==> src/rtl/rbk_pkg.sv <==
package rbk_pkg;

    typedef enum logic [1:0] {
        CAP_NONE  = 2'd0,
        CAP_ENTRY = 2'd1,
        CAP_TRIG  = 2'd2,
        CAP_BOTH  = 2'd3
    } cap_mode_e;

    typedef enum logic {
        SEQ_IDLE = 1'b0,
        SEQ_RUN  = 1'b1
    } seq_state_e;

    localparam logic [1:0] REG_FIRST = 2'd0;
    localparam logic [1:0] REG_FINAL = 2'd1;
    localparam logic [1:0] REG_MODE  = 2'd2;

    function automatic logic entry_capture(cap_mode_e m);
        return m[0];
    endfunction

    function automatic logic trig_capture(cap_mode_e m);
        return m[1];
    endfunction

endpackage

==> src/rtl/rbk_regs.sv <==
module rbk_regs
    import rbk_pkg::*;
#(
    parameter int NUM_FRAMES = 8,
    parameter int REG_DW     = 8,
    localparam int FAW       = $clog2(NUM_FRAMES)
) (
    input  logic              clk,
    input  logic              rst,
    input  logic              we,
    input  logic [1:0]        addr,
    input  logic [REG_DW-1:0] wdata,
    output logic [FAW-1:0]    first_frame,
    output logic [FAW-1:0]    final_frame,
    output cap_mode_e         mode
);

    always_ff @(posedge clk) begin
        if (rst) begin
            first_frame <= '0;
            final_frame <= FAW'(NUM_FRAMES - 1);
            mode        <= CAP_NONE;
        end else if (we) begin
            case (addr)
                REG_FIRST: first_frame <= wdata[FAW-1:0];
                REG_FINAL: final_frame <= wdata[FAW-1:0];
                REG_MODE:  mode        <= cap_mode_e'(wdata[1:0]);
                default:   ;
            endcase
        end
    end

endmodule

==> src/rtl/rbk_seq.sv <==
module rbk_seq
    import rbk_pkg::*;
#(
    parameter int NUM_FRAMES = 8,
    parameter int FRAME_BITS = 16,
    localparam int FAW       = $clog2(NUM_FRAMES),
    localparam int BAW       = $clog2(FRAME_BITS)
) (
    input  logic           clk,
    input  logic           rst,
    input  logic           req,
    input  logic           stop,
    input  logic           cfg_done,
    input  logic [FAW-1:0] first_frame,
    input  logic [FAW-1:0] final_frame,
    output logic           accept,
    output logic           rd_en,
    output logic [FAW-1:0] frame_q,
    output logic [BAW-1:0] bit_q
);

    localparam logic [FAW-1:0] FRAME_TOP = FAW'(NUM_FRAMES - 1);
    localparam logic [BAW-1:0] BIT_TOP   = BAW'(FRAME_BITS - 1);

    seq_state_e st_q;
    logic       at_frame_end;
    logic       at_run_end;

    always_comb begin
        accept       = (st_q == SEQ_IDLE) && req && cfg_done;
        rd_en        = (st_q == SEQ_RUN) && !stop && cfg_done;
        at_frame_end = (bit_q == '0);
        at_run_end   = (frame_q == final_frame) || (frame_q == FRAME_TOP);
    end

    always_ff @(posedge clk) begin
        if (rst) begin
            st_q    <= SEQ_IDLE;
            frame_q <= '0;
            bit_q   <= '0;
        end else begin
            case (st_q)
                SEQ_IDLE: begin
                    if (accept) begin
                        st_q    <= SEQ_RUN;
                        frame_q <= first_frame;
                        bit_q   <= BIT_TOP;
                    end
                end
                SEQ_RUN: begin
                    if (!rd_en) begin
                        st_q <= SEQ_IDLE;
                    end else if (at_frame_end) begin
                        if (at_run_end) begin
                            st_q <= SEQ_IDLE;
                        end else begin
                            frame_q <= frame_q + FAW'(1);
                            bit_q   <= BIT_TOP;
                        end
                    end else begin
                        bit_q <= bit_q - BAW'(1);
                    end
                end
                default: st_q <= SEQ_IDLE;
            endcase
        end
    end


    seq_bit_step_chk: assert property (@(posedge clk) disable iff (rst)
        (rd_en && bit_q != '0) |=> (!rd_en || bit_q == $past(bit_q) - BAW'(1)));


    seq_frame_step_chk: assert property (@(posedge clk) disable iff (rst)
        (rd_en && bit_q == '0) |=>
            (!rd_en || (frame_q == $past(frame_q) + FAW'(1) && bit_q == BIT_TOP)));


    seq_final_stop_chk: assert property (@(posedge clk) disable iff (rst)
        (rd_en && bit_q == '0 && frame_q == final_frame) |=> !rd_en);

endmodule

==> src/rtl/rbk_cap.sv <==
module rbk_cap
    import rbk_pkg::*;
(
    input  logic      cfg_done,
    input  logic      accept,
    input  logic      trig_n,
    input  cap_mode_e mode,
    output logic      cap_we
);

    always_comb begin
        cap_we = cfg_done &&
                 ((entry_capture(mode) && accept) ||
                  (trig_capture(mode) && !trig_n));
    end

endmodule

==> src/rtl/rbk_out.sv <==
module rbk_out #(
    parameter int BAW = 4
) (
    input  logic           clk,
    input  logic           rst,
    input  logic           rd_en,
    input  logic [BAW-1:0] bit_addr,
    input  logic           mem_rdata,
    output logic           rd_data,
    output logic           rd_valid,
    output logic           frame_done
);

    logic valid_q;
    logic last_q;

    always_ff @(posedge clk) begin
        if (rst) begin
            valid_q <= 1'b0;
            last_q  <= 1'b0;
        end else begin
            valid_q <= rd_en;
            last_q  <= rd_en && (bit_addr == '0);
        end
    end

    always_comb begin
        rd_valid   = valid_q;
        frame_done = last_q;
        rd_data    = valid_q & mem_rdata;
    end

endmodule

==> src/rtl/cfg_readback.sv <==
module cfg_readback
    import rbk_pkg::*;
#(
    parameter int NUM_FRAMES = 8,
    parameter int FRAME_BITS = 16,
    parameter int REG_DW     = 8,
    localparam int FAW       = $clog2(NUM_FRAMES),
    localparam int BAW       = $clog2(FRAME_BITS)
) (
    input  logic              clk,
    input  logic              rst,
    input  logic              reg_we,
    input  logic [1:0]        reg_addr,
    input  logic [REG_DW-1:0] reg_wdata,
    input  logic              rb_req,
    input  logic              rb_stop,
    input  logic              cfg_done,
    input  logic              cap_trig_n,
    output logic              mem_rd,
    output logic [FAW-1:0]    mem_frame,
    output logic [BAW-1:0]    mem_bit,
    input  logic              mem_rdata,
    output logic              rd_data,
    output logic              rd_valid,
    output logic              frame_done,
    output logic              cap_we
);

    logic [FAW-1:0] first_frame;
    logic [FAW-1:0] final_frame;
    cap_mode_e      mode;
    logic           accept;

    rbk_regs #(.NUM_FRAMES(NUM_FRAMES), .REG_DW(REG_DW)) u_regs (
        .clk(clk), .rst(rst), .we(reg_we), .addr(reg_addr), .wdata(reg_wdata),
        .first_frame(first_frame), .final_frame(final_frame), .mode(mode)
    );

    rbk_seq #(.NUM_FRAMES(NUM_FRAMES), .FRAME_BITS(FRAME_BITS)) u_seq (
        .clk(clk), .rst(rst), .req(rb_req), .stop(rb_stop), .cfg_done(cfg_done),
        .first_frame(first_frame), .final_frame(final_frame),
        .accept(accept), .rd_en(mem_rd), .frame_q(mem_frame), .bit_q(mem_bit)
    );

    rbk_cap u_cap (
        .cfg_done(cfg_done), .accept(accept), .trig_n(cap_trig_n),
        .mode(mode), .cap_we(cap_we)
    );

    rbk_out #(.BAW(BAW)) u_out (
        .clk(clk), .rst(rst), .rd_en(mem_rd), .bit_addr(mem_bit),
        .mem_rdata(mem_rdata), .rd_data(rd_data), .rd_valid(rd_valid),
        .frame_done(frame_done)
    );


    stop_halts_reads_chk: assert property (@(posedge clk) disable iff (rst)
        rb_stop |=> !mem_rd);


    unconfigured_quiet_chk: assert property (@(posedge clk) disable iff (rst)
        !cfg_done |-> (!mem_rd && !cap_we));


    entry_capture_first_chk: assert property (@(posedge clk) disable iff (rst)
        (mode == CAP_ENTRY && cap_we) |-> !mem_rd);


    done_with_valid_chk: assert property (@(posedge clk) disable iff (rst)
        frame_done |-> rd_valid);


    valid_follows_read_chk: assert property (@(posedge clk) disable iff (rst)
        $rose(rd_valid) |-> $past(mem_rd));

endmodule

==> config.mk <==
export PLATFORM = sky130hd
export DESIGN_NAME = cfg_readback
export DESIGN_NICKNAME = d
export VERILOG_FILES = /design/src/rtl/rbk_pkg.sv /design/src/rtl/rbk_regs.sv /design/src/rtl/rbk_seq.sv /design/src/rtl/rbk_cap.sv /design/src/rtl/rbk_out.sv /design/src/rtl/cfg_readback.sv
export SDC_FILE = /design/constraint.sdc
export NUM_CORES = 1
export LEC_CHECK = 0
export BUFFER_PORTS_ARGS = -buffer_cell sky130_fd_sc_hd__buf_2
export CAP_MARGIN = 20
export CELL_PAD_IN_SITES_DETAIL_PLACEMENT = 1
export CELL_PAD_IN_SITES_GLOBAL_PLACEMENT = 2
export CORE_MARGIN = 2
export CORE_UTILIZATION = 26
export DETAILED_ROUTE_END_ITERATION = 8
export HOLD_SLACK_MARGIN = 0.1
export MAX_ROUTING_LAYER = met4
export PLACE_DENSITY_LB_ADDON = 0.1
export SLEW_MARGIN = 30
export SYNTH_ARGS = -nofsm -noshare
export SYNTH_HDL_FRONTEND = slang
export SYNTH_HIERARCHICAL = 1
export SYNTH_SLANG_ARGS = --single-unit
==> constraint.sdc <==
create_clock -name clk -period 2.2 [get_ports clk]
set_clock_uncertainty 0.2 [all_clocks]
set_input_delay 0.44 -clock clk [delete_from_list [all_inputs] [get_ports clk]]
set_output_delay 0.44 -clock clk [all_outputs]
set_load 0.005 [all_outputs]
## Word level (Yosys, flattened, before mapping)

Cells that the tools add are included.

| storage, ports and cells | value |
|---|---|
| flip-flop bits (word level) | 18 |
| output and inout bits | 12 |
| word-level logic and storage cells | 55 |

| cells by class | value |
|---|---|
| add/subtract/negate cells | 2 |
| eq/ne operators | 9 |
| muxes and demuxes | 15 |
| bitwise operators | 2 |
| reductions and logical operators | 19 |

Operator list:

| cell | number |
|---|---|
| 4-bit two-way mux | 4 |
| 3-bit two-way mux | 4 |
| 1-bit logical AND | 8 |
| 4-bit one-hot mux with 2 select lines | 1 |
| 3-bit one-hot mux with 2 select lines | 1 |
| 2-bit AND reduction | 3 |
| 4-bit logical NOT | 1 |
| 1-bit two-way mux | 4 |
| 2-bit by 1-bit != test with 1-bit output, second input constant | 2 |
| 2-bit != test, second input constant | 2 |
| 4-bit AND reduction | 1 |
| 4-bit by 1-bit subtractor with 4-bit output, second input constant | 1 |
| 3-bit by 1-bit adder with 3-bit output, second input constant | 1 |
| 3-bit == test | 1 |
| 3-bit == test, second input constant | 1 |
| 3-bit != test, second input constant | 1 |
| 3-bit AND reduction | 1 |
| 2-bit by 1-bit == test with 1-bit output, second input constant | 1 |
| 2-bit == test, second input constant | 1 |
| 1-bit logical NOT | 2 |
| 2-bit logical NOT | 1 |
| 1-bit logical OR | 2 |
| 1-bit one-hot mux with 2 select lines | 1 |
| 1-bit AND | 1 |
| 1-bit inverter | 1 |

## Longest topological paths before layout

| depth | value |
|---|---|
| depth after elaboration | 6 |
| mapped depth | 6 |

## Cells and area by module

Netlist, hierarchy kept.

By module, submodules not included:

| module | times used | cells an instance | area an instance (um2) | sequential area each (um2) |
|---|---|---|---|---|
| rbk_seq | 1 | 66 | 561.8 | 160.2 |
| rbk_regs | 1 | 35 | 352.8 | 160.2 |
| rbk_out | 1 | 6 | 65.1 | 40.0 |
| rbk_cap | 1 | 3 | 21.3 | 0.0 |

## Worst setup path after synthesis

Ideal clock, no wire load.

| path | value |
|---|---|
| path kind | register -> register |
| start | register u_seq.bit_q[0] |
| end | register u_seq.bit_q[3] |
| library setup time | 0.123 ns |
| arrival | 1.806 ns |
| data required time | 1.877 ns |
| path slack | 0.070 ns |
| cell stages (with the launch flop) | 7 |
| path buffers | 0 |
| clock period less this slack | 2.130 ns |
| cells stage by stage | dfxtp_1 -> inv_1 -> ha_1 -> nor3b_2 -> or4b_4 -> a21oi_2 -> mux2_1 |

| between the ends | value |
|---|---|
| word-level cells in the longest chain between the ends | 4 |
| elaborated cells on any way between the ends | 7 |

Ends and longest elaborated chain:

| item | RTL line | text |
|---|---|---|
| from (decl) | rbk_seq.sv:19 | `output logic [BAW-1:0] bit_q` |
| from (signal assigned) | rbk_seq.sv:61 | `bit_q <= bit_q - BAW'(1);` |
| 4-bit by 1-bit subtractor with 4-bit output / 4-bit logical NOT (equally long branches) | rbk_seq.sv:61, rbk_seq.sv:32 |  |
| 4-bit two-way mux | rbk_seq.sv:53 | `end else if (at_frame_end) begin` |
| 4-bit two-way mux | rbk_seq.sv:51 | `if (!rd_en) begin` |
| 4-bit one-hot mux with 2 select lines | rbk_seq.sv:42 | `case (st_q)` |

Several ways; a longest one is shown, not always the timed one. The select of a mux whose other input is x is not followed.
A chain may end at the register's enable or synchronous reset.

## Final worst setup path

Same ends and word-level chain as after synthesis.

==> metrics.yaml <==
outcome:
  outcome: "completed"
setup_path:
  cpLargestDelayFamily: "simple AND/OR/NAND/NOR gates"
  critPathKind: "register to register"
  r2r-start: "u_seq/bit_q[0]"
  arrival_ns: 2.06
  setup.worst_path.start_class: "register"
  reg2reg_slack_ns: 0.09
  endpoint_kind: "register"
  r2r-end: "u_seq/bit_q[3]"
  cp.required_ns: 2.15
  crit_chain: "inv_1 -> ha_2 -> nor3b_4 -> or4b_4 -> a21oi_4 -> mux2_1"
  r2r_cells: 6
  critPathMaxStageDelay_ns: 0.52
  path_buf_inv: 1
  crit_slowest_cell: "or4b_4"
  crit_fanout: 3
die:
  core_mm2: 0.00369
  ioPinCount: 30
  initial_core_util_pct: 27.1
  die_w_um: 66.0
  die-area_mm2: 0.00436
  num_rows: 22
  die_h_um: 66.0
hold_path:
  hold_path.class: "primary input to register"
  min_to: "u_regs/first_frame[2]"
  min_path_cells: 3
  min-delay-start: "reg_wdata[2]"
global_routing:
  grt_max_degree: 25
  grt_antenna_before_repair: 0
  grt-ovfl-total: 0
  grt_pass1_wl_um: 4250
  grt_pass1_vias: 937
  grt_usage_pct: 13.4
logic_synthesis:
  synthCells: 110
  synth_ff_type: "dfxtp_1"
  synthXorXnorAreaFrac_pct: 2.62
  synth-adder-area-share_pct: 3.75
  synth_top_area_share_pct: 36.0
  synth.avg_cell_area_um2: 9.10
  synth.net_count: 131
  ys_async_sr_fraction_pct: 0
  synth_compound_area_share_pct: 15.9
  seq_area_frac_synth_pct: 36.0
  synthMuxAreaShare_pct: 11.1
  synth_top_family_by_area: "simple AND/OR/NAND/NOR gates"
  synth_area_leaders: "dfxtp_1, mux2i_1, nand2b_1, ha_1, nor2_1"
  yosysWarnings: 6
  netlist_area_mm2: 0.00100
  ys_types: 36
  yosys.area_share.simple_pct: 27.0
  ys_ff_latch: 18
  synth_edf_count: 0
  yosysTopAreaCell: "dfxtp_1"
sta:
  max_freq_ghz: 0.474
  post-route-min-period_ns: 2.11
  setup_ws_ns: 0.0908
  hold_viol: 0
  slew_violations: 0
  tightest_slew_ns: 0.390
  relSlewSlack_pct: 74.0
  tns_ns: 0
  setup_viol: 0
  period_share_pct: 95.9
cts:
  cts_tree: "built"
  root_buffer: "clkbuf_8"
  clock_path_buffers: 2
  htreeDepth: 1
  post_cts_buffers: 0
  clock_latency_ns: 0.26
  cts_hold_buf: 0
  cts_sinks: 18
  cts_buffers: 3
  postCtsResizedCells: 0
  cts.clk_slew.worst_paths_ns: 0.07
place:
  io_buffers: 24
  dpl.hpwl_um: 2020
  gp_congestion: 0.797
  placed_area_mm2: 0.00124
  place_ws_ns: 0.0871
routing:
  vias: 914
  dr.pass1.iters: 4
  antenna_left: 0
  drc_errors: 0
  wirelength_um: 2600
  drt_iter0_drc: 15
  wl_per_cell_um: 13.5
  vias_per_cell: 4.76
power_and_ir_drop:
  total_leakage_power_nw: 0.550
  pwr_density_cell_mw_per_mm2: 584
  ir_drop_mv: 0.191
layout:
  fin_nets: 166
  drive_above_1_share_pct: 31.3
  antenna_cells: 0
  syn_to_final_growth_pct: 30.9
  final_area_mm2: 0.00131
  final_common_cell: "buf_2"
  final_cell_mix: "buf_2, dfxtp_1"
job:
  cap_violations: 0
==> cells by family after synthesis <==
kind of cell / after synthesis
AO/OA/AOI/OAI: 22
XOR/XNOR: 3
adder cells (fa/ha/maj): 3
buffers and inverters: 9
flip-flops: 18
multiplexers: 11
AND/OR/NAND/NOR: 44
==> state kept, by name, summed over array words and instances, names as in the netlist <==
| signal | flops |
|---|---|
| u_out/frame_done | 1 |
| u_out/rd_valid | 1 |
| u_regs/final_frame | 3 |
| u_regs/first_frame | 3 |
| u_regs/mode | 2 |
| u_seq/bit_q | 4 |
| u_seq/frame_q | 3 |
| u_seq/st_q | 1 |
==> Yosys cell counts (all sizes together) (2+ instances only) <==
cell type	count
inv	5
nor3b	3
nor2b	5
nand2	3
dfxtp	18
buf	3
a21oi	5
a211o	2
o21ai	2
and2	2
a211oi	2
and3b	2
ha	3
nand2b	10
o31ai	2
mux2i	10
nor3	3
xor2	3
o211ai	4
nor2	10
==> final cells by class <==
type / count / area (um2)
Clock buffer: 4 / 55.1
Fill cell: 461 / 2380
Inverter: 5 / 18.8
Multi-Input combinational cell: 83 / 621
Sequential cell: 18 / 360
Tap cell: 48 / 60.1
Timing Repair Buffer: 34 / 195
==> stage by stage <==
step                instances  hold slack (ns)  total power [W]  utilization (%)
floorplan                 110            0.247         0.000429                -
global placement          188            0.269         0.000491             33.6
detailed placement        188            0.267         0.000493             33.6
CTS                       192            0.254         0.000771             35.1
global route              192            0.255         0.000809             35.5
finish                    192            0.255         0.000765             35.5
==> routing by layer <==
metal | global-route usage (%) | routed length [um] | vias up
li1 | - | - | 461
met1 | 14.3 | 1110 | 432
met2 | 23.7 | 1350 | 17
met3 | 3.07 | 103 | 4
met4 | 5.36 | 33 | 0
met5 | - | 0 | -
==> worst max-delay path by stage <==
stage,from,to,slack [ns],cells past startpoint
after detailed placement,u_seq/bit_q[0],u_seq/bit_q[3],0.09,6
after floorplan,u_seq/bit_q[0],u_seq/bit_q[3],0.07,6
after CTS,u_seq/bit_q[0],u_seq/bit_q[3],0.07,6
final,u_seq/bit_q[0],u_seq/bit_q[3],0.09,6
after global routing,u_seq/bit_q[0],u_seq/bit_q[3],-0.009,6
after global placement,u_seq/bit_q[0],u_seq/bit_q[3],0.10,6
==> worst reg2reg max path, stage by stage (launching register included) <==
cell     delay [ns]
dfxtp_1        0.31
inv_1          0.07
ha_2           0.20
nor3b_4        0.22
or4b_4         0.52
a21oi_4        0.15
mux2_1         0.32
==> power breakdown <==
part           switching [W]  internal (W)  total (W)
Sequential        0.00000926      0.000339   0.000349
Combinational      0.0000708     0.0000707   0.000141
Clock               0.000116      0.000159   0.000275
Total               0.000196      0.000569   0.000765
Note: power is estimated with default switching activity, not from simulation.
